## config.mk

```make
export PLATFORM = sky130hd
export DESIGN_NAME = edge_link_top
export DESIGN_NICKNAME = d
export VERILOG_FILES = /design/src/rtl/edge_link_pkg.sv /design/src/rtl/edge_link_dp.sv /design/src/rtl/edge_link_ctl.sv /design/src/rtl/edge_link_top.sv
export SDC_FILE = /design/constraint.sdc
export NUM_CORES = 1
export LEC_CHECK = 0
export BUFFER_PORTS_ARGS = -buffer_cell sky130_fd_sc_hd__clkbuf_2
export CORE_MARGIN = 4
export CORE_UTILIZATION = 60
export CTS_BUF_LIST = sky130_fd_sc_hd__clkbuf_4 sky130_fd_sc_hd__clkbuf_8
export DETAILED_ROUTE_END_ITERATION = 16
export GPL_TIMING_DRIVEN = 0
export PLACE_DENSITY = 0.79
export SYNTH_ARGS = -nofsm -noshare
export SYNTH_HDL_FRONTEND = slang
export SYNTH_SLANG_ARGS = --single-unit
```

## constraint.sdc

```tcl
create_clock -name clk -period 3.6 [get_ports clk]
set_input_delay 0.18 -clock clk [delete_from_list [all_inputs] [get_ports clk]]
set_output_delay 0.18 -clock clk [all_outputs]
set_load 0.005 [all_outputs]
```

## src/rtl/edge_link_pkg.sv

```systemverilog
package edge_link_pkg;

  // Strobes from the control to the datapath latch
  typedef struct packed {
    logic takeSet;     // accepted set pulse: drive level to 1
    logic takeReset;   // accepted reset pulse: drive level to 0
    logic clearLevel;  // receiver disabled: hold level at 0
  } linkStrobe_t;

  localparam int unsigned LINE_SET   = 0;
  localparam int unsigned LINE_RESET = 1;
  localparam int unsigned LINE_COUNT = 2;

endpackage

```

## src/rtl/edge_link_dp.sv

```systemverilog
module edge_link_dp
  import edge_link_pkg::*;
#(
  parameter int unsigned PULSE_CYCLES = 8,
  parameter int unsigned MIN_CYCLES   = 5
) (
  input  logic        clk,
  input  logic        rstN,
  input  logic        cmdIn,
  input  logic        lineSetIn,
  input  logic        lineResetIn,
  input  linkStrobe_t strobe,
  output logic        txSet,
  output logic        txReset,
  output logic        setReady,
  output logic        resetReady,
  output logic        levelOut
);

  localparam int unsigned TX_W  = $clog2(PULSE_CYCLES + 1);
  localparam int unsigned RUN_W = $clog2(MIN_CYCLES + 1);
  localparam logic [TX_W-1:0]  TX_LOAD  = TX_W'(PULSE_CYCLES);
  localparam logic [RUN_W-1:0] RUN_MAX  = RUN_W'(MIN_CYCLES);
  localparam logic [RUN_W-1:0] RUN_LAST = RUN_W'(MIN_CYCLES - 1);

  // ---------------- transmit side: edge detect and pulse timers -----------
  logic            cmdPrev;
  logic            cmdRise;
  logic            cmdFall;
  logic [TX_W-1:0] setTimer;
  logic [TX_W-1:0] resetTimer;

  assign cmdRise = cmdIn && !cmdPrev;
  assign cmdFall = !cmdIn && cmdPrev;

  always_ff @(posedge clk) begin
    if (!rstN) begin
      cmdPrev    <= 1'b0;
      setTimer   <= '0;
      resetTimer <= '0;
    end else begin
      cmdPrev <= cmdIn;
      if (cmdRise) begin
        setTimer   <= TX_LOAD;
        resetTimer <= '0;
      end else if (cmdFall) begin
        resetTimer <= TX_LOAD;
        setTimer   <= '0;
      end else begin
        if (setTimer != '0)   setTimer   <= setTimer - TX_W'(1);
        if (resetTimer != '0) resetTimer <= resetTimer - TX_W'(1);
      end
    end
  end

  assign txSet   = (setTimer != '0);
  assign txReset = (resetTimer != '0);

  // ---------------- receive side: per-line width discriminators ------------
  logic [LINE_COUNT-1:0] lineRaw;
  logic [LINE_COUNT-1:0] lineClean;
  logic [LINE_COUNT-1:0] lineReady;

  assign lineRaw[LINE_SET]   = lineSetIn;
  assign lineRaw[LINE_RESET] = lineResetIn;

  generate
    for (genvar g = 0; g < LINE_COUNT; g++) begin : g_disc
      logic [RUN_W-1:0] runLen;
      // own line high while the other line is low
      assign lineClean[g] = lineRaw[g] && !lineRaw[LINE_COUNT-1-g];
      assign lineReady[g] = lineClean[g] && (runLen == RUN_LAST);

      always_ff @(posedge clk) begin
        if (!rstN) begin
          runLen <= '0;
        end else if (!lineClean[g]) begin
          runLen <= '0;
        end else if (runLen != RUN_MAX) begin
          runLen <= runLen + RUN_W'(1);
        end
      end
    end
  endgenerate

  assign setReady   = lineReady[LINE_SET];
  assign resetReady = lineReady[LINE_RESET];

  // ---------------- output set/reset latch ---------------------------------
  always_ff @(posedge clk) begin
    if (!rstN) begin
      levelOut <= 1'b0;
    end else if (strobe.clearLevel) begin
      levelOut <= 1'b0;
    end else if (strobe.takeSet) begin
      levelOut <= 1'b1;
    end else if (strobe.takeReset) begin
      levelOut <= 1'b0;
    end
  end

endmodule

```

## src/rtl/edge_link_ctl.sv

```systemverilog
module edge_link_ctl
  import edge_link_pkg::*;
(
  input  logic        rxEnable,
  input  logic        setReady,
  input  logic        resetReady,
  output linkStrobe_t strobe
);

  always_comb begin
    strobe            = '0;
    strobe.clearLevel = !rxEnable;
    if (rxEnable) begin
      if (setReady) begin
        strobe.takeSet = 1'b1;
      end else if (resetReady) begin
        strobe.takeReset = 1'b1;
      end
    end
  end

endmodule

```

## src/rtl/edge_link_top.sv

```systemverilog
module edge_link_top
  import edge_link_pkg::*;
#(
  parameter int unsigned PULSE_CYCLES = 8,
  parameter int unsigned MIN_CYCLES   = 5
) (
  input  logic clk,
  input  logic rstN,
  input  logic cmdIn,
  input  logic noiseIn,
  input  logic rxEnable,
  output logic linkSet,
  output logic linkReset,
  output logic levelOut
);

  logic        txSet;
  logic        txReset;
  logic        setReady;
  logic        resetReady;
  linkStrobe_t strobe;

  // common-mode disturbance lands on both lines at once
  assign linkSet   = txSet   || noiseIn;
  assign linkReset = txReset || noiseIn;

  edge_link_dp #(
    .PULSE_CYCLES(PULSE_CYCLES),
    .MIN_CYCLES  (MIN_CYCLES)
  ) u_dp (
    .clk        (clk),
    .rstN       (rstN),
    .cmdIn      (cmdIn),
    .lineSetIn  (linkSet),
    .lineResetIn(linkReset),
    .strobe     (strobe),
    .txSet      (txSet),
    .txReset    (txReset),
    .setReady   (setReady),
    .resetReady (resetReady),
    .levelOut   (levelOut)
  );

  edge_link_ctl u_ctl (
    .rxEnable  (rxEnable),
    .setReady  (setReady),
    .resetReady(resetReady),
    .strobe    (strobe)
  );

endmodule

```

# Word-level counts from Yosys, hierarchy flattened
# Cells that the tools add are included.
# word_totals
register_bits	16
inputBits	5
out_inout_bits	3
wordCells	50
# op_classes
add_sub_neg	4
n_eq_ne	4
n_mux	11
n_bitwise	1
reduce_logical	22
# ops
operator	count
4-bit 2-to-1 mux	5
4-bit nonzero test	2
4-bit by 1-bit subtractor with 4-bit output, second input constant	2
3-bit by 1-bit adder with 3-bit output, second input constant	2
3-bit equality test, second input constant	2
1-bit logical AND	6
3-bit inequality test, second input constant	2
2-bit AND reduction	3
1-bit 2-to-1 mux	5
1-bit logical NOT	4
2-bit nonzero test	2
3-bit nonzero test	1
3-bit OR reduction	1
1-bit logical OR	2
2-bit 2-to-1 mux	1
2-bit OR reduction	1
1-bit NOT	1

# Logic depth before layout (Yosys ltp)
# Gate-level depths: netlist of run 1.
# logic_depth
depth_word	10
depth_mapped	6
ltp_nobuf	5

# Cells and area by module
# From an unflattened synthesis of run 1, not the netlist that was laid out.
# unflattened
cells_unflattened	107
hier_area_um2	892.1
# modules_own_cells
mod	instances	cells_each	area_each_um2	seq_area_each_um2
edge_link_dp	1	102	859.6	320.3
edge_link_ctl	1	3	20.0	0.0
edge_link_top	1	2	12.5	0.0

# Worst setup path before layout of run 1
# Ideal clock, no wire load.
# synth_path
path_type	register -> register
start	register u_dp.setTimer[0]
end	register u_dp.g_disc[1].runLen[2]
setup_time_ps	73
arrival_time_ps	1687
required_ps	3527
path_slack_ps	1840
stages_incl_launch_ff	7
path_buffers	1
synth_period_minus_slack_ps	1760
path_cell_list	dfxtp_1 -> inv_1 -> ha_1 -> or3b_1 -> buf_2 -> or4_4 -> nor3_2
# synth_between
elab_chain_len	5
# synth_lines
item	line	rtl
start, declared	edge_link_dp.sv:30	logic [TX_W-1:0] setTimer;
start signal, assigned	edge_link_dp.sv:50	if (setTimer != '0) setTimer <= setTimer - TX_W'(1);
4-bit nonzero test	edge_link_dp.sv:56	assign txSet = (setTimer != '0);
1-bit logical OR	edge_link_top.sv:24	assign linkSet = txSet || noiseIn;
1-bit logical NOT	edge_link_dp.sv:71	assign lineClean[g] = lineRaw[g] && !lineRaw[LINE_COUNT-1-g];
1-bit logical AND	edge_link_dp.sv:71	
2-bit AND reduction (no source line)	-	
end signal, assigned	edge_link_dp.sv:80	runLen <= runLen + RUN_W'(1);
end, declared	edge_link_dp.sv:69	logic [RUN_W-1:0] runLen;
# No other way between the ends.
# A chain may end at the register's enable or synchronous reset.

# Worst setup path after layout of run 1
# Same ends and word-level chain as after synthesis.

==> impl_metrics.ini, run 1 <==
[global_route]
grt_pass1_wl_um = 2660
track_usage_pct = 17.1
grt_pass1_vias = 682
grt-ovfl-total = 0
grt_max_degree = 11
antenna_found_initial = 0

[timing]
tns_ns = 0
max_freq_ghz = 0.529
fin_ws_ns = 1.71
fin_skew_ns = 0.00483
whs_ns = 0.0943
hold_viol = 0
finalSetupViolCount = 0
slew_violations = 0
timing.slew.headroom_pct = 54.8
fin_crit_ns = 1.89
timing.final.crit_share_pct = 52.5
tightest_slew_ns = 0.676
rsz0062_at_grt = false

[route]
drt-vias-per-instance = 5.38
drc = 0
wire_per_inst_um = 11.6
first_pass_iters = 4
vias = 683
drt-initial-drc-count = 6
wirelength_um = 1480
detail-route-antenna-nets = 0

[place]
place_congestion = 0.761
dpl.hpwl_um = 1180
place_inst = 123
place_ws_ns = 1.71
place.port_buffers = 6
dpl_cell_area_um2 = 928

[finish]
nFillCells = 106
drive_above_1_share_pct = 12.5
final-seq-area_um2 = 320
post_layout_nonfiller_instances = 127
multi_input_area_um2 = 513
antenna_cells = 0
fin_nets = 128
fin_area_um2 = 965
final_util_pct = 72.3
area_delta_synth_final_pct = 9.67

[yosys]
syn_area_per_cell_um2 = 8.62
synth_ff_type = dfxtp_1
synth.largest_area_cell = dfxtp_1
syn-num-nets = 117
synth_most_common_cell = dfxtp_1
synth_edf_count = 0
synth_area_um2 = 880
ys_types = 28
synth_cells = 102
synth_area_leaders = dfxtp_1, ha_1, xnor2_1
synthTopCellsByCount = dfxtp_1, ha_1, inv_1, nand2_1, nor2_1
ys_seq_area_share_pct = 36.4
synth-warning-count = 0
ys_seq_elements = 16
synth-async-reset-ratio_pct = 0
synth_top_area_share_pct = 36.4

[clock_tree]
root_buffer = clkbuf_4
postCtsSetupRepairBufs = 0
cts_buffers = 3
cts_num_sinks = 16
htreeDepth = 1
clock_latency_ns = 0.28
postCtsHoldBufs = 0
clkTransAtPathRegs_ns = 0.10
ctsResizeCount = 0
cts.path.max_buffers = 2
cts_tree = built

[floorplanning]
pin_count = 8
rows = 13
dieHeight_um = 46.3
fp.coreArea_um2 = 1330
start_util_pct = 65.9
die_x_um = 46.3
dieArea_um2 = 2140

[status]
status = finished, final reports clean

[power]
power_uw = 637
sw_frac_of_total_pct = 36.8
p_int_uw = 403
power.leakage_nw = 0.391
switching_power_uw = 234
ir_worst_vdd_mv = 0.400
pwr-share-seq_pct = 38.0
power.density_nw_per_um2 = 661
p_comb_share_pct = 43.3
clockPowerShare_pct = 18.7

[critical_path]
end_kind = register
critPathLaunchType = register
crit_buf_inv = 2
required_ns = 3.82
cp_top_family = simple AND/OR/NAND/NOR gates
arrival_ns = 2.11
cp_slowest_stage_delay_ns = 0.51
path_cells = inv_1, ha_1, or3b_1, buf_2, or4_4, nor3_2
path_class = register to register
slowest_stage = or4_4
path_max_fanout = 6

[job]
maxCapViolCount = 0

[min_path]
min_path_type = input port to register
-- cells by family (layout without fill, tap and decap cells) --
logic type | count (synthesis) | in the layout | synth area share (%)
AOI/OAI and AO/OA | 11 | 11 | 8.68
xor gates and xnor gates | 7 | 7 | 6.97
adders and majority gates | 10 | 10 | 14.2
buffers and inverters | 12 | 22 | 5.26
DFF | 16 | 16 | 36.4
muxes | 2 | 2 | 2.28
and+or+nand+nor | 44 | 44 | 26.2
-- worst reg2reg max path: stages (launching register included) --
cell and delay, ns:
dfxtp_1 0.33, inv_1 0.11, ha_1 0.19, or3b_1 0.36, buf_2 0.16, or4_4 0.51
nor3_2 0.17
-- area by class of cell --
class / instances / area share [%]
repair buffers: 6 / 3.11
multi-input cells: 74 / 53.2
inverters: 10 / 3.89
plain buffers: 2 / 0.908
well taps: 15 / 1.95
flip-flops and latches: 16 / 33.2
clock buffers: 4 / 3.76
-- power by group through the flow --
stage,sequential [mW],clock [mW],combinational [mW]
2_1_floorplan,0.239,0,0.225
3_3_place_gp,0.246,0,0.267
3_5_place_dp,0.247,0,0.277
4_1_cts,0.243,0.122,0.279
5_1_grt,0.248,0.132,0.318
6_report,0.242,0.119,0.276
-- worst paths after layout --
path	from	endpoint	slack (ns)	cells after the start
min	rxEnable	u_dp.levelOut	0.09	3
min reg2reg	u_dp.levelOut	u_dp.levelOut	0.48	2
max	u_dp.setTimer[0]	u_dp.g_disc[1].runLen[2]	1.71	6
max reg2reg	u_dp.setTimer[0]	u_dp.g_disc[1].runLen[2]	1.71	6
-- state kept, by name (all words and copies together), names as in the netlist --
register,cells
u_dp.g_disc.runLen,6
u_dp.setTimer,4
u_dp.resetTimer,4
u_dp.levelOut,1
u_dp.cmdPrev,1
-- cells in the final DEF, fill, tap and decap left out, types with 2 or more instances in the layout --
| cell | count |
|---|---|
| dfxtp_1 | 16 |
| inv_1 | 10 |
| nand2_1 | 10 |
| nor2_1 | 10 |
| ha_1 | 10 |
| xnor2_1 | 7 |
| nor3_1 | 7 |
| clkbuf_2 | 6 |
| nor3b_1 | 3 |
| nand2b_1 | 3 |
| nand3_1 | 3 |
| a21oi_1 | 3 |
| clkbuf_4 | 3 |
| a211oi_1 | 2 |
| nor2b_1 | 2 |
| mux2i_1 | 2 |
-- layer usage --
metal / track usage, % / wire, um / vias to the layer above
met5: 0 / 0 / -
met4: 6.82 / 17 / 0
met3: 3.52 / 48 / 2
met2: 29.1 / 692 / 10
met1: 20.6 / 717 / 307
li1: - / - / 364
Note: power is estimated with default switching activity, not from simulation.
==> run 2, diff against run 1 <==
Clock period 3.6 ns to 1.89 ns, I/O delays scaled along.
==> run 2 against run 1 <==
Register-to-register slack worse by 1.7 ns. Cell count stayed put. Clock-buffer cell count stayed put. Sequential cell count stayed put. Clock skew is 0.0034 ns lower. Critical path depth stayed put. Combinational power is 98% higher. Critical endpoint is now u_dp.g_disc[1].runLen[1]. Power is 95% higher. Highest routed layer unchanged. Via count is 1.8% higher. Critical path type unchanged. Setup slack worse by 1.7 ns.
==> impl_metrics.ini, run 2 (synthesized netlist as in run 1, its figures left out) <==
[route]
detail-route-antenna-nets = 0
wl_met2_um = 722
wire_per_inst_um = 12.1
first_pass_iters = 4
dr_wl_met3_um = 60
wirelength_um = 1540
topRoutingLayerUsed = met4
vias = 695
drt-met1-wl_um = 733
drt-vias-per-instance = 5.47
drc = 0
drt-initial-drc-count = 19

[critical_path]
path_max_fanout = 6
path_cells = inv_1, ha_2, or3b_1, buf_4, or4_4, a21oi_2
cp_num_cells = 6
rrSetupSlack_ns = 0.06
r2r_start = u_dp.setTimer[1]
cp_top_family = simple AND/OR/NAND/NOR gates
cp_slowest_stage_delay_ns = 0.51
path_class = register to register
crit_end = u_dp.g_disc[1].runLen[1]
reg2reg_to = u_dp.g_disc[1].runLen[1]
cp-startpoint = u_dp.setTimer[1]
crit_buf_inv = 2
arrival_ns = 2.06
reg2reg_depth = 6
required_ns = 2.11
end_kind = register
critPathLaunchType = register
slowest_stage = or4_4

[timing]
tns_ns = 0
rsz0062_at_grt = true
slew_violations = 0
max_freq_ghz = 0.546
timing.final.crit_share_pct = 96.9
finalSetupViolCount = 0
tightest_slew_ns = 0.676
hold_viol = 0
timing.slew.headroom_pct = 54.8
whs_ns = 0.0112
fin_skew_ns = 0.00145
fin_crit_ns = 1.83

[clock_tree]
clkTransAtPathRegs_ns = 0.10
cts_tree = built
cts_num_sinks = 16
clock_latency_ns = 0.28
cts_buffers = 3
root_buffer = clkbuf_4
htreeDepth = 1
postCtsSetupRepairBufs = 0
cts.path.max_buffers = 2

[place]
place.port_buffers = 6
dpl.hpwl_um = 1180
place_congestion = 0.761
place_inst = 123

[floorplanning]
start_util_pct = 65.9
dieArea_um2 = 2140
fp.coreArea_um2 = 1330
rows = 13
dieHeight_um = 46.3
pin_count = 8
die_x_um = 46.3

[status]
status = finished, final reports clean

[power]
power_mw = 1.24
power.density_nw_per_um2 = 1270
power.leakage_nw = 0.394
ir_worst_vdd_mv = 0.799

[finish]
fin_nets = 128
final_cell_mix = dfxtp_1, nand2_1, nor2_1
final_util_pct = 73.6
top_register = u_dp.g_disc.runLen
antenna_cells = 0
post_layout_nonfiller_instances = 127
largest_reg_flops = 6
drive_above_1_share_pct = 17.9
top_regs = u_dp.g_disc.runLen: 6 flops, u_dp.resetTimer: 4 flops, u_dp.setTimer: 4 flops
final_common_cell = dfxtp_1
area_delta_synth_final_pct = 11.7

[job]
maxCapViolCount = 0

[global_route]
grt_pass1_wl_um = 2660
antenna_found_initial = 0
grt-ovfl-total = 0
track_usage_pct = 17.1
grt_pass1_vias = 682
grt_max_degree = 11

[min_path]
min_path_type = input port to register
-- run 2: timing repair --
action                                  in CTS  in global routing
endpoints found under the setup margin       1                  4
pin swaps                                    0                  1
gates resized for setup                      1                  6
endpoints found under the hold margin        0                  0
hold buffers                                 0                  0
-- run 2: layer usage --
layer,up-vias,GRT usage (%)
li1,364,-
met1,316,20.6
met2,13,29.1
met3,2,3.52
met4,0,6.82
met5,-,0
-- run 2: area by class of cell --
| type | count | area [um2] |
|---|---|---|
| clock buffer | 4 | 36.3 |
| buffer | 2 | 11.3 |
| fill | 100 | 352 |
| tap | 15 | 18.8 |
| multi-input combinational | 74 | 526 |
| timing repair buffer | 6 | 30.0 |
| inverter | 10 | 37.5 |
| sequential | 16 | 323 |
-- run 2: worst min path at each step --
stage               startpoint            end  slack, ns  cells after the start
floorplan             rxEnable  u_dp.levelOut       0.21                      2
global placement      rxEnable  u_dp.levelOut       0.31                      3
detailed placement    rxEnable  u_dp.levelOut       0.31                      3
CTS                   rxEnable  u_dp.levelOut      0.004                      3
global route          rxEnable  u_dp.levelOut      0.005                      3
finish                rxEnable  u_dp.levelOut       0.01                      3
-- run 2: report_power, final --
part / switching [mW] / internal, mW
combinational: 0.281 / 0.266
clock: 0.111 / 0.117
sequential: 0.0646 / 0.403
total: 0.457 / 0.786
-- run 2: through the flow --
step | setup slack, ns | area [um2]
global placement | 0.0241 | 928
floorplan | 0.130 | 880
global route | -0.0138 | 982
CTS | 0.00717 | 965
finish | 0.0587 | 982
detailed placement | -0.00339 | 928
-- run 2: worst reg2reg max path, stage by stage (launching register included) --
cell and delay, ns:
dfxtp_2 0.35, inv_1 0.08, ha_2 0.18, or3b_1 0.36, buf_4 0.17, or4_4 0.51, a21oi_2 0.12
==> run 3, diff against run 2 <==
Settings changed: ABC_AREA set to 1, CORE_UTILIZATION 60 to 59, PLACE_DENSITY 0.79 to 0.78.
==> run 3 against run 2 <==
Critical path depth unchanged. Largest cell class unchanged. Sequential power is 7.1% lower. Area after synthesis fell by 2.4%. Cell area is 2.4% lower. Worst hold slack improved by 0.046 ns. Wire length shrank 5.7%. Clock-buffer cell count stayed put.
==> impl_metrics.ini, run 3 <==
[status]
status = finished, final reports clean

[place]
place.port_buffers = 7
dpl.hpwl_um = 1150
dpl_cell_area_um2 = 912
place_congestion = 0.791

[critical_path]
r2r_start = u_dp.setTimer[0]
path_cells = inv_1, ha_1, nand3_4, nor2_1, inv_1, clkbuf_2
path_max_fanout = 6
path_class = register to output pin
cpMostUsedCell = inv_1
rrSetupSlack_ns = 0.53
critPathLaunchType = register
crit_buf_inv = 3
cp_slowest_stage_delay_ns = 0.32
arrival_ns = 1.39
reg2reg_depth = 7
end_kind = output pin
reg2reg_to = u_dp.levelOut
slowest_stage = dfxtp_1
required_ns = 1.80
cp_top_family = flip-flops

[min_path]
min_path_type = input port to register
worstHoldPathCells = 3
hold_path_end = u_dp.cmdPrev
hold_path_startpoint = cmdIn

[clock_tree]
clkTransAtPathRegs_ns = 0.09
htreeDepth = 1
cts_buffers = 3
postCtsSetupRepairBufs = 0
clock_latency_ns = 0.28
cts_num_sinks = 16
cts_tree = built
root_buffer = clkbuf_4
cts.path.max_buffers = 2

[floorplanning]
pin_count = 8
die_x_um = 46.1
rows = 13
start_util_pct = 64.4
dieHeight_um = 46.1
dieArea_um2 = 2130
fp.coreArea_um2 = 1330

[finish]
final_common_cell = nand2_1
fin_area_um2 = 958
area_delta_synth_final_pct = 11.7
top_regs = u_dp.g_disc.runLen: 6 flops, u_dp.resetTimer: 4 flops, u_dp.setTimer: 4 flops
antenna_cells = 0
final_util_pct = 71.9
final_cell_mix = nand2_1, inv_1, dfxtp_1
largest_reg_flops = 6
nFillCells = 112
drive_above_1_share_pct = 13.8
top_register = u_dp.g_disc.runLen
fin_nets = 139

[yosys]
synth_edf_count = 0
synth-warning-count = 0
synth_area_um2 = 858
synth_cells = 111
synthTopCellsByCount = nand2_1, inv_1, dfxtp_1
syn-num-nets = 126
ys_seq_elements = 16
synth-async-reset-ratio_pct = 0
synth_most_common_cell = nand2_1
synth_ff_type = dfxtp_1
ys_seq_area_share_pct = 37.3
synth_top_area_share_pct = 37.3
ys_types = 17
synth_area_leaders = dfxtp_1, ha_1, nand2_1
synth.largest_area_cell = dfxtp_1
syn_area_per_cell_um2 = 7.73

[route]
drt-vias-per-instance = 5.10
drt-initial-drc-count = 12
wirelength_um = 1450
detail-route-antenna-nets = 0
first_pass_iters = 3
drc = 0
vias = 704
wire_per_inst_um = 10.5

[timing]
fin_crit_ns = 1.48
hold_viol = 0
max_freq_ghz = 0.675
whs_ns = 0.0575
rsz0062_at_grt = false
timing.slew.headroom_pct = 81.1
slew_violations = 0
fin_skew_ns = 0.00257
finalSetupViolCount = 0
tns_ns = 0
tightest_slew_ns = 0.282
timing.final.crit_share_pct = 78.4

[power]
power.leakage_nw = 0.447
ir_worst_vdd_mv = 0.788
pwr-share-seq_pct = 38.6
switching_power_uw = 438
sw_frac_of_total_pct = 38.9
power.density_nw_per_um2 = 1180
p_int_uw = 689
clockPowerShare_pct = 19.7
p_comb_share_pct = 41.7

[global_route]
grt_pass1_wl_um = 2590
grt_max_degree = 10
grt-ovfl-total = 0
track_usage_pct = 17.1
grt_pass1_vias = 655
antenna_found_initial = 0

[job]
maxCapViolCount = 0
==> run 3: cell types whose count changed after synthesis, sizes merged, moves of 3 or more <==
cell	change
a21oi	+7
nand2	+13
inv	+12
nand4	+4
nor3b	-3
nand3	+4
nand2b	-3
nor3	-6
xnor2	-3
==> run 3: routing by layer <==
metal	routed length [um]	vias to the layer above	GRT usage, %
met1	660	319	19.6
met3	46	2	2.34
li1	-	375	-
met4	17	0	8.52
met5	0	-	0
met2	723	8	30.2
==> run 3: worst max path at each step <==
stage / from / endpoint / slack, ns / depth (start not counted)
floorplan: u_dp.setTimer[0] / u_dp.levelOut / 0.73 / 7
global placement: u_dp.setTimer[0] / u_dp.levelOut / 0.57 / 7
detailed placement: u_dp.setTimer[0] / u_dp.levelOut / 0.53 / 7
CTS: u_dp.setTimer[0] / linkSet / 0.39 / 6
global route: u_dp.setTimer[0] / linkSet / 0.25 / 6
finish: u_dp.setTimer[0] / linkSet / 0.41 / 6
==> run 3: cell type report <==
cell class / instances / area, um2 / area share [%]
clock buffer: 4 / 36.3 / 3.79
timing repair buffer: 8 / 45.0 / 4.70
sequential: 16 / 320 / 33.4
multi-input combinational: 73 / 455 / 47.5
tap: 15 / 18.8 / 1.96
inverter: 22 / 82.6 / 8.62
==> run 3: worst register-to-register path: cells and delay by family (launching register included) <==
family          cells  cell delay (ns)
simple gates        4             0.52
compound gates      1             0.05
fa+ha+maj           1             0.24
flops               1             0.32
buf+inv             1             0.13
==> run 3: cells by family (layout without fill, tap and decap cells) <==
logic type      after synthesis  after routing  synth area share, %
simple gates                 45             45                 24.5
compound gates               13             13                 8.89
fa+ha+maj                    10             10                 14.6
xor+xnor                      5              5                 5.10
buf+inv                      22             34                 9.62
flops                        16             16                 37.3
==> run 3: power by group through the flow <==
stage	combinational (mW)	sequential, mW	clock, mW
3_5_place_dp	0.461	0.441	0
5_1_grt	0.548	0.442	0.247
6_report	0.470	0.435	0.222
2_1_floorplan	0.372	0.432	0
3_3_place_gp	0.445	0.438	0
4_1_cts	0.475	0.434	0.231
==> run 3: stage by stage <==
| stage | cells | total power [mW] | setup WS, ns |
|---|---|---|---|
| 6_report | 138 | 1.13 | 0.408 |
| 5_1_grt | 138 | 1.24 | 0.255 |
| 4_1_cts | 138 | 1.14 | 0.394 |
| 3_5_place_dp | 133 | 0.902 | 0.528 |
| 3_3_place_gp | 133 | 0.882 | 0.567 |
| 2_1_floorplan | 111 | 0.804 | 0.729 |
==> run 3: timing repair <==
action,CTS,global route
hold buffers,1,0
endpoints found under the hold margin,1,0
gates resized for setup,0,0
